[config.mk]
export PLATFORM = sky130hd
export DESIGN_NAME = spchar_detect
export DESIGN_NICKNAME = d
export VERILOG_FILES = /design/src/rtl/spchar_pkg.sv /design/src/rtl/spchar_mask.sv /design/src/rtl/spchar_cmp.sv /design/src/rtl/spchar_flag.sv /design/src/rtl/spchar_detect.sv
export SDC_FILE = /design/constraint.sdc
export NUM_CORES = 1
export LEC_CHECK = 0
export BUFFER_PORTS_ARGS = -buffer_cell sky130_fd_sc_hd__buf_2
export CAP_MARGIN = 20
export CORE_AREA = 2 2 39 41
export DETAILED_ROUTE_END_ITERATION = 6
export DIE_AREA = 0 0 41 43
export GPL_ROUTABILITY_DRIVEN = 0
export PLACE_DENSITY = 0.79
export RECOVER_POWER = 100
export SYNTH_ARGS = -nofsm -noshare
export SYNTH_HDL_FRONTEND = slang
export SYNTH_SLANG_ARGS = --single-unit
[constraint.sdc]
create_clock -name clk -period 1.48 [get_ports clk]
set_input_delay 0.074 -clock clk [delete_from_list [all_inputs] [get_ports clk]]
set_output_delay 0.074 -clock clk [all_outputs]
set_load 0.01 [all_outputs]
[src/rtl/spchar_pkg.sv]
// Package: shared constants and the word length code type for the
// special character detector. Assumes a 2-bit word length code.
package spchar_pkg;
    localparam int CHAR_W   = 8;
    localparam int MIN_BITS = 5;
    localparam int WLEN_W   = 2;

    typedef enum logic [WLEN_W-1:0] {
        WLEN_5 = 2'b00,
        WLEN_6 = 2'b01,
        WLEN_7 = 2'b10,
        WLEN_8 = 2'b11
    } wlen_e;
endpackage

[src/rtl/spchar_mask.sv]
// Module: builds the compare mask from the word length code.
// Bit i of the mask is set when i < MIN_BITS + code. Purely combinational.
module spchar_mask #(
    parameter int CHAR_W   = 8,
    parameter int MIN_BITS = 5,
    parameter int WLEN_W   = 2
) (
    input  logic [WLEN_W-1:0] wlen,
    output logic [CHAR_W-1:0] mask
);
    localparam int FIXED = (MIN_BITS < CHAR_W) ? MIN_BITS : CHAR_W;

    // one mask bit per character bit; low bits are always compared
    for (genvar g = 0; g < CHAR_W; g++) begin : g_bit
        if (g < FIXED) begin : g_fixed
            assign mask[g] = 1'b1;
        end else begin : g_var
            assign mask[g] = (int'(wlen) > (g - MIN_BITS));
        end
    end
endmodule

[src/rtl/spchar_cmp.sv]
// Module: masks both operands and compares them; qualifies the hit with
// the valid strobe and the enable. Assumes mask is already width-aligned.
module spchar_cmp #(
    parameter int CHAR_W = 8
) (
    input  logic [CHAR_W-1:0] rx_char,
    input  logic [CHAR_W-1:0] ref_char,
    input  logic [CHAR_W-1:0] mask,
    input  logic              valid,
    input  logic              enable,
    output logic              hit
);
    logic [CHAR_W-1:0] rx_m;
    logic [CHAR_W-1:0] ref_m;

    // force bits above the word length to zero on both sides, then compare
    always_comb begin
        rx_m  = rx_char & mask;
        ref_m = ref_char & mask;
        hit   = valid && enable && (rx_m == ref_m);
    end
endmodule

[src/rtl/spchar_flag.sv]
// Module: sticky status flag. A set wins over a clear in the same cycle.
// Assumes a synchronous active-low reset.
module spchar_flag (
    input  logic clk,
    input  logic rst_n,
    input  logic set,
    input  logic clr,
    output logic flag
);
    // hold the flag until cleared; a set in the same cycle keeps it high
    always_ff @(posedge clk) begin
        if (!rst_n)       flag <= 1'b0;
        else if (set)     flag <= 1'b1;
        else if (clr)     flag <= 1'b0;
    end

    AST_FLAG_HOLD: assert property (@(posedge clk) disable iff (!rst_n)
        (flag && !clr) |=> flag);
    AST_SET_WINS: assert property (@(posedge clk) disable iff (!rst_n)
        set |=> flag);
    AST_CLR_WORKS: assert property (@(posedge clk) disable iff (!rst_n)
        (clr && !set) |=> !flag);
endmodule

[src/rtl/spchar_detect.sv]
// Module: top of the special character detector. Registers the character
// to the FIFO write port and flags matches with a one-cycle pulse plus a
// sticky status. Assumes rx_valid is a one-cycle strobe per character.
module spchar_detect
    import spchar_pkg::*;
(
    input  logic              clk,
    input  logic              rst_n,
    input  logic [CHAR_W-1:0] rx_data,
    input  logic              rx_valid,
    input  logic [WLEN_W-1:0] word_len,
    input  logic              det_en,
    input  logic [CHAR_W-1:0] spec_char,
    input  logic              isr_read,
    output logic [CHAR_W-1:0] fifo_data,
    output logic              fifo_wr,
    output logic              det_pulse,
    output logic              det_status,
    output logic              irq
);
    logic [CHAR_W-1:0] cmp_mask;
    logic              hit;

    spchar_mask #(.CHAR_W(CHAR_W), .MIN_BITS(MIN_BITS), .WLEN_W(WLEN_W)) u_mask (
        .wlen (word_len),
        .mask (cmp_mask)
    );

    spchar_cmp #(.CHAR_W(CHAR_W)) u_cmp (
        .rx_char  (rx_data),
        .ref_char (spec_char),
        .mask     (cmp_mask),
        .valid    (rx_valid),
        .enable   (det_en),
        .hit      (hit)
    );

    spchar_flag u_flag (
        .clk   (clk),
        .rst_n (rst_n),
        .set   (hit),
        .clr   (isr_read),
        .flag  (det_status)
    );

    // forward every character unchanged, with the detect pulse aligned
    always_ff @(posedge clk) begin
        if (!rst_n) begin
            fifo_data <= '0;
            fifo_wr   <= 1'b0;
            det_pulse <= 1'b0;
        end else begin
            fifo_wr   <= rx_valid;
            det_pulse <= hit;
            if (rx_valid) fifo_data <= rx_data;
        end
    end

    // the interrupt request mirrors the sticky status
    assign irq = det_status;

    AST_WR_FOLLOWS: assert property (@(posedge clk) disable iff (!rst_n)
        rx_valid |=> (fifo_wr && fifo_data == $past(rx_data)));
    AST_NO_WR_IDLE: assert property (@(posedge clk) disable iff (!rst_n)
        !rx_valid |=> (!fifo_wr && !det_pulse));
    AST_PULSE_WITH_WR: assert property (@(posedge clk) disable iff (!rst_n)
        det_pulse |-> fifo_wr);
    AST_DISABLED_QUIET: assert property (@(posedge clk) disable iff (!rst_n)
        !det_en |=> !det_pulse);
    AST_PULSE_SETS: assert property (@(posedge clk) disable iff (!rst_n)
        det_pulse |-> det_status);
endmodule

[Word-level counts from Yosys, hierarchy flattened]
Cells that the tools add are included.
Cells by class
  bitwise gates (word level): 2
  equality and inequality tests: 1
  reduce and logical (&&, ||, !) cells: 3
  multiplexer cells: 2
  magnitude comparators: 3
Operators with widths (number)
  8-bit AND: 2
  8-bit == test: 1
  2-bit by 1-bit greater-than comparator with 1-bit output (second input constant): 2
  2-bit greater-than comparator (second input constant): 1
  1-bit logical AND: 2
  1-bit 2-to-1 mux: 2
  2-bit nonzero test: 1
Word-level totals
  bits in registers: 11
  output and inout port bits: 12

[Depth between registers and ports, before layout]
  word-level depth: 5
  mapped depth: 5

[Hierarchy]
From an unflattened synthesis, not the netlist that was laid out.
Second synthesis, totals
  cell total of the unflattened synthesis: 56
  area, all modules: 579.3 sq um
By module, submodules not included
  spchar_detect: cells each 30, sequential area each 200.2 sq um, area each 362.8 sq um, times used 1
  spchar_cmp: cells each 14, sequential area each 0.0 sq um, area each 116.4 sq um, times used 1
  spchar_mask: cells each 9, sequential area each 0.0 sq um, area each 58.8 sq um, times used 1
  spchar_flag: cells each 3, sequential area each 20.0 sq um, area each 41.3 sq um, times used 1

[Worst setup path after synthesis]
Ideal clock, no wire load.
  path type: in2reg
  start point: input rx_data[0]
  end point: register u_flag.flag
  data arrival time: 0.706 ns
  stages on the path: 4
  slack: 0.705 ns
  buffers on the path: 0
  cell sequence: xor2_1 -> nor4_2 -> nand4_1 -> o21ai_1
On the way
  longest elaborated chain between the ends: 4
Ends and longest elaborated chain
  start, declared: RTL line spchar_detect.sv:9  | input logic [CHAR_W-1:0] rx_data,
  8-bit AND *: RTL line spchar_cmp.sv:18  | rx_m = rx_char & mask;
  8-bit == test *: RTL line spchar_cmp.sv:20  | hit = valid && enable && (rx_m == ref_m);
  1-bit logical AND *: RTL line spchar_cmp.sv:20
  1-bit 2-to-1 mux or 2-bit nonzero test (tied branches)
  end signal, assigned: RTL line spchar_flag.sv:12  | if (!rst_n) flag <= 1'b0;
  end signal, assigned: RTL line spchar_flag.sv:13  | else if (set) flag <= 1'b1;
  end signal, assigned: RTL line spchar_flag.sv:14  | else if (clr) flag <= 1'b0;
  end, declared: RTL line spchar_flag.sv:8  | output logic flag
Every way passes the cells marked *; elsewhere a longest branch is shown, timed or not.
A chain may end at the register's enable or synchronous reset.

[Worst setup path in the final report]
  start point: input rx_valid
  end point: register u_flag.flag
On the way
  longest elaborated chain between the ends: 3
Ends and longest elaborated chain
  start, declared: RTL line spchar_detect.sv:10  | input logic rx_valid,
  1-bit logical AND * (2 in a row): RTL line spchar_cmp.sv:20
  1-bit 2-to-1 mux or 2-bit nonzero test (tied branches)
Marked as above.

==> flow_summary.ini <==
[run_status]
outcome = completed

[die]
core_area_um2 = 1384
initial_core_util_pct = 36.35
core.rowCount = 14
io_pins = 35
chipHeight_um = 43
die_w_um = 41
die_area_um2 = 1763

[synthesis]
ys_ff_latch = 11
syn_inst = 47
ys_types = 16
synth-seq-area-share_pct = 43.78
synthTopCellsByArea = dfxtp_1, mux2i_1, xor2_1
syn-cell-area_um2 = 503.0
syn_area_per_cell_um2 = 10.70
yosys_warnings = 0
yosys-top-cells-count = dfxtp_1, nor2b_1, mux2i_1
yosysMostFrequentCell = dfxtp_1
synth-edff-count = 0
synth_top_area_share_pct = 43.78
synth_flop_cell = dfxtp_1
synth_fp_nets = 70
async_reset_ff_share_pct = 0
synth_top_area_cell = dfxtp_1

[worst_setup_path]
critPathMostFrequentCell = and2_0
critPathMaxFanout = 9
max_stage_delay_ns = 0.44
crit_chain = clkbuf_1 > and2_0 > and2_0 > nand4_1 > o21ai_0
cp.required_ns = 1.68
crit_arrival_ns = 1.11
worstRegToRegCells = 2
startpoint = rx_valid
reg2reg_slack_ns = 0.88
crit_path_end_kind = register
r2r-start = fifo_data[6]$_SDFFE_PN0P_
rr_endpoint = fifo_data[6]$_SDFFE_PN0P_
startpoint_type = input port
critical_path_class = input port to register
cp_slowest_cell = clkbuf_1

[clock_tree]
ctsHoldBuffers = 0
cts_num_sinks = 11
htree_levels = 1
cts_inserted_buffers = 3
postCtsResizedCells = 0
cts_buffer_depth = 2
insertion_delay_ns = 0.26
cts_setup_buffers = 0
cts_tree = done
root_buffer = clkbuf_4
path_clk_slew_ns = 0.07

[finish]
final_area_um2 = 684.4
final_nets = 107
num_antenna_cells = 0
drive_above_1_share_pct = 30.12
area.growth.synth_to_final_pct = 36.07

[grt]
antenna_found_initial = 0
grt_overflow = 0
track_usage_pct = 14.03
grt_pass1_wl_um = 1600
grt_max_degree = 11
grt_pass1_vias = 423

[drt]
dr.pass1.iters = 1
drt_iter0_drc = 0
ant_nets = 0
num_vias = 448
viasPerCell = 4.525
drcViolationCount = 0
wirelength_um = 1074
routedWlPerCell_um = 10.85

[pwr]
vdd_ir_drop_max_mv = 0.3514
p_comb_share_pct = 17.4
leakage_nw = 0.3123
power_mw = 0.6311
switching_power_mw = 0.1603
power_density_nw_per_um2 = 922.2
intPower_mw = 0.4709
swShare_pct = 25.40
pwr-share-seq_pct = 50.1
pwr-share-clk_pct = 32.4

[worst_hold_path]
hold_path_end = det_pulse$_SDFF_PN0_
holdCritPathClass = input port to register
min_from = det_en
whs_path_depth = 3

[place]
placed_area_um2 = 674.4
dp_hpwl_um = 825.1
portBuffers = 34

[sta]
rsz0062_at_grt = no
fin_crit_sh_pct = 61.82
tightest_slew_ns = 0.5892
setup_viol = 0
slew_headroom_pct = 60.72
finalCriticalPeriod_ns = 0.9149
slew_viol_final = 0
setup_tns_ns = 0
hold_slack_ns = 0.05572
clock_skew_ns = 0
final-hold-violation-count = 0
max_freq_mhz = 1093

[flow_run]
cap_violations = 0
[critical path, delay by kind of cell]
kind | cells | cell delay (ns)
buf+inv | 1 | 0.44
compound gates | 1 | 0.14
simple gates | 3 | 0.45
[logic make-up after synthesis]
logic type             Yosys count  share of synthesized area [%]
AND/OR/NAND/NOR                 15                          19.65
flip-flops                      11                          43.78
XOR/XNOR                         8                          13.93
multiplexers                     8                          15.92
AO/OA/AOI/OAI                    3                          2.982
buffers and inverters            2                          3.732
[through the flow]
step                util (%)  setup slack [ns]  instances
floorplan                  -            0.7048         47
global placement       48.73            0.5419         95
detailed placement     48.73            0.5245         95
CTS                    50.63            0.6448         99
global route           49.46            0.4438         99
finish                 49.46            0.5651         99
[area by class of cell]
type / instances / area [um2]
clock buffer: 4 / 26.28
tap: 16 / 20.02
fill: 136 / 699.4
sequential: 11 / 220.2
multi-input combinational: 34 / 264.0
timing repair buffer: 34 / 153.9
[worst max-delay path by stage]
| stage | cells after the start | slack, ns | to |
|---|---|---|---|
| after global placement | 5 | 0.54 | u_flag.flag$_SDFFE_PN0P_ |
| after global routing | 5 | 0.44 | u_flag.flag$_SDFFE_PN0P_ |
| final | 5 | 0.57 | u_flag.flag$_SDFFE_PN0P_ |
| after floorplan | 4 | 0.70 | u_flag.flag$_SDFFE_PN0P_ |
| after detailed placement | 5 | 0.52 | u_flag.flag$_SDFFE_PN0P_ |
| after CTS | 1 | 0.64 | det_status |
[metal layers]
layer  up-vias  track usage, %  share of wire, %
li1        229               -                 -
met1       203           15.03                40
met2        14           21.56                52
met3         2           1.571               5.9
met4         0           14.00               1.9
met5         -               0                 0
[sequential cells by signal, summed over array words and instances, names as in the netlist]
register,flops
fifo_data,8
fifo_wr,1
u_flag.flag,1
det_pulse,1
[power groups by stage]
stage | Sequential (mW) | Clock (mW) | Combinational [mW]
after detailed placement | 0.323 | 0 | 0.116
after floorplan | 0.331 | 0 | 0.0526
final | 0.316 | 0.205 | 0.110
after global placement | 0.323 | 0 | 0.114
after CTS | 0.316 | 0.217 | 0.117
after global routing | 0.319 | 0.235 | 0.122
[cell usage in the layout (no fill, tap or decap)]
cell type	count
a21oi_1	1
and2_0	2
buf_2	21
clkbuf_1	14
clkbuf_4	3
dfxtp_1	11
mux2i_1	8
nand3b_1	1
nand4_1	1
nor2_1	1
nor2b_1	9
nor4_2	1
o21ai_0	2
xnor2_1	1
xor2_1	7
(Power assumes the default switching activity.)
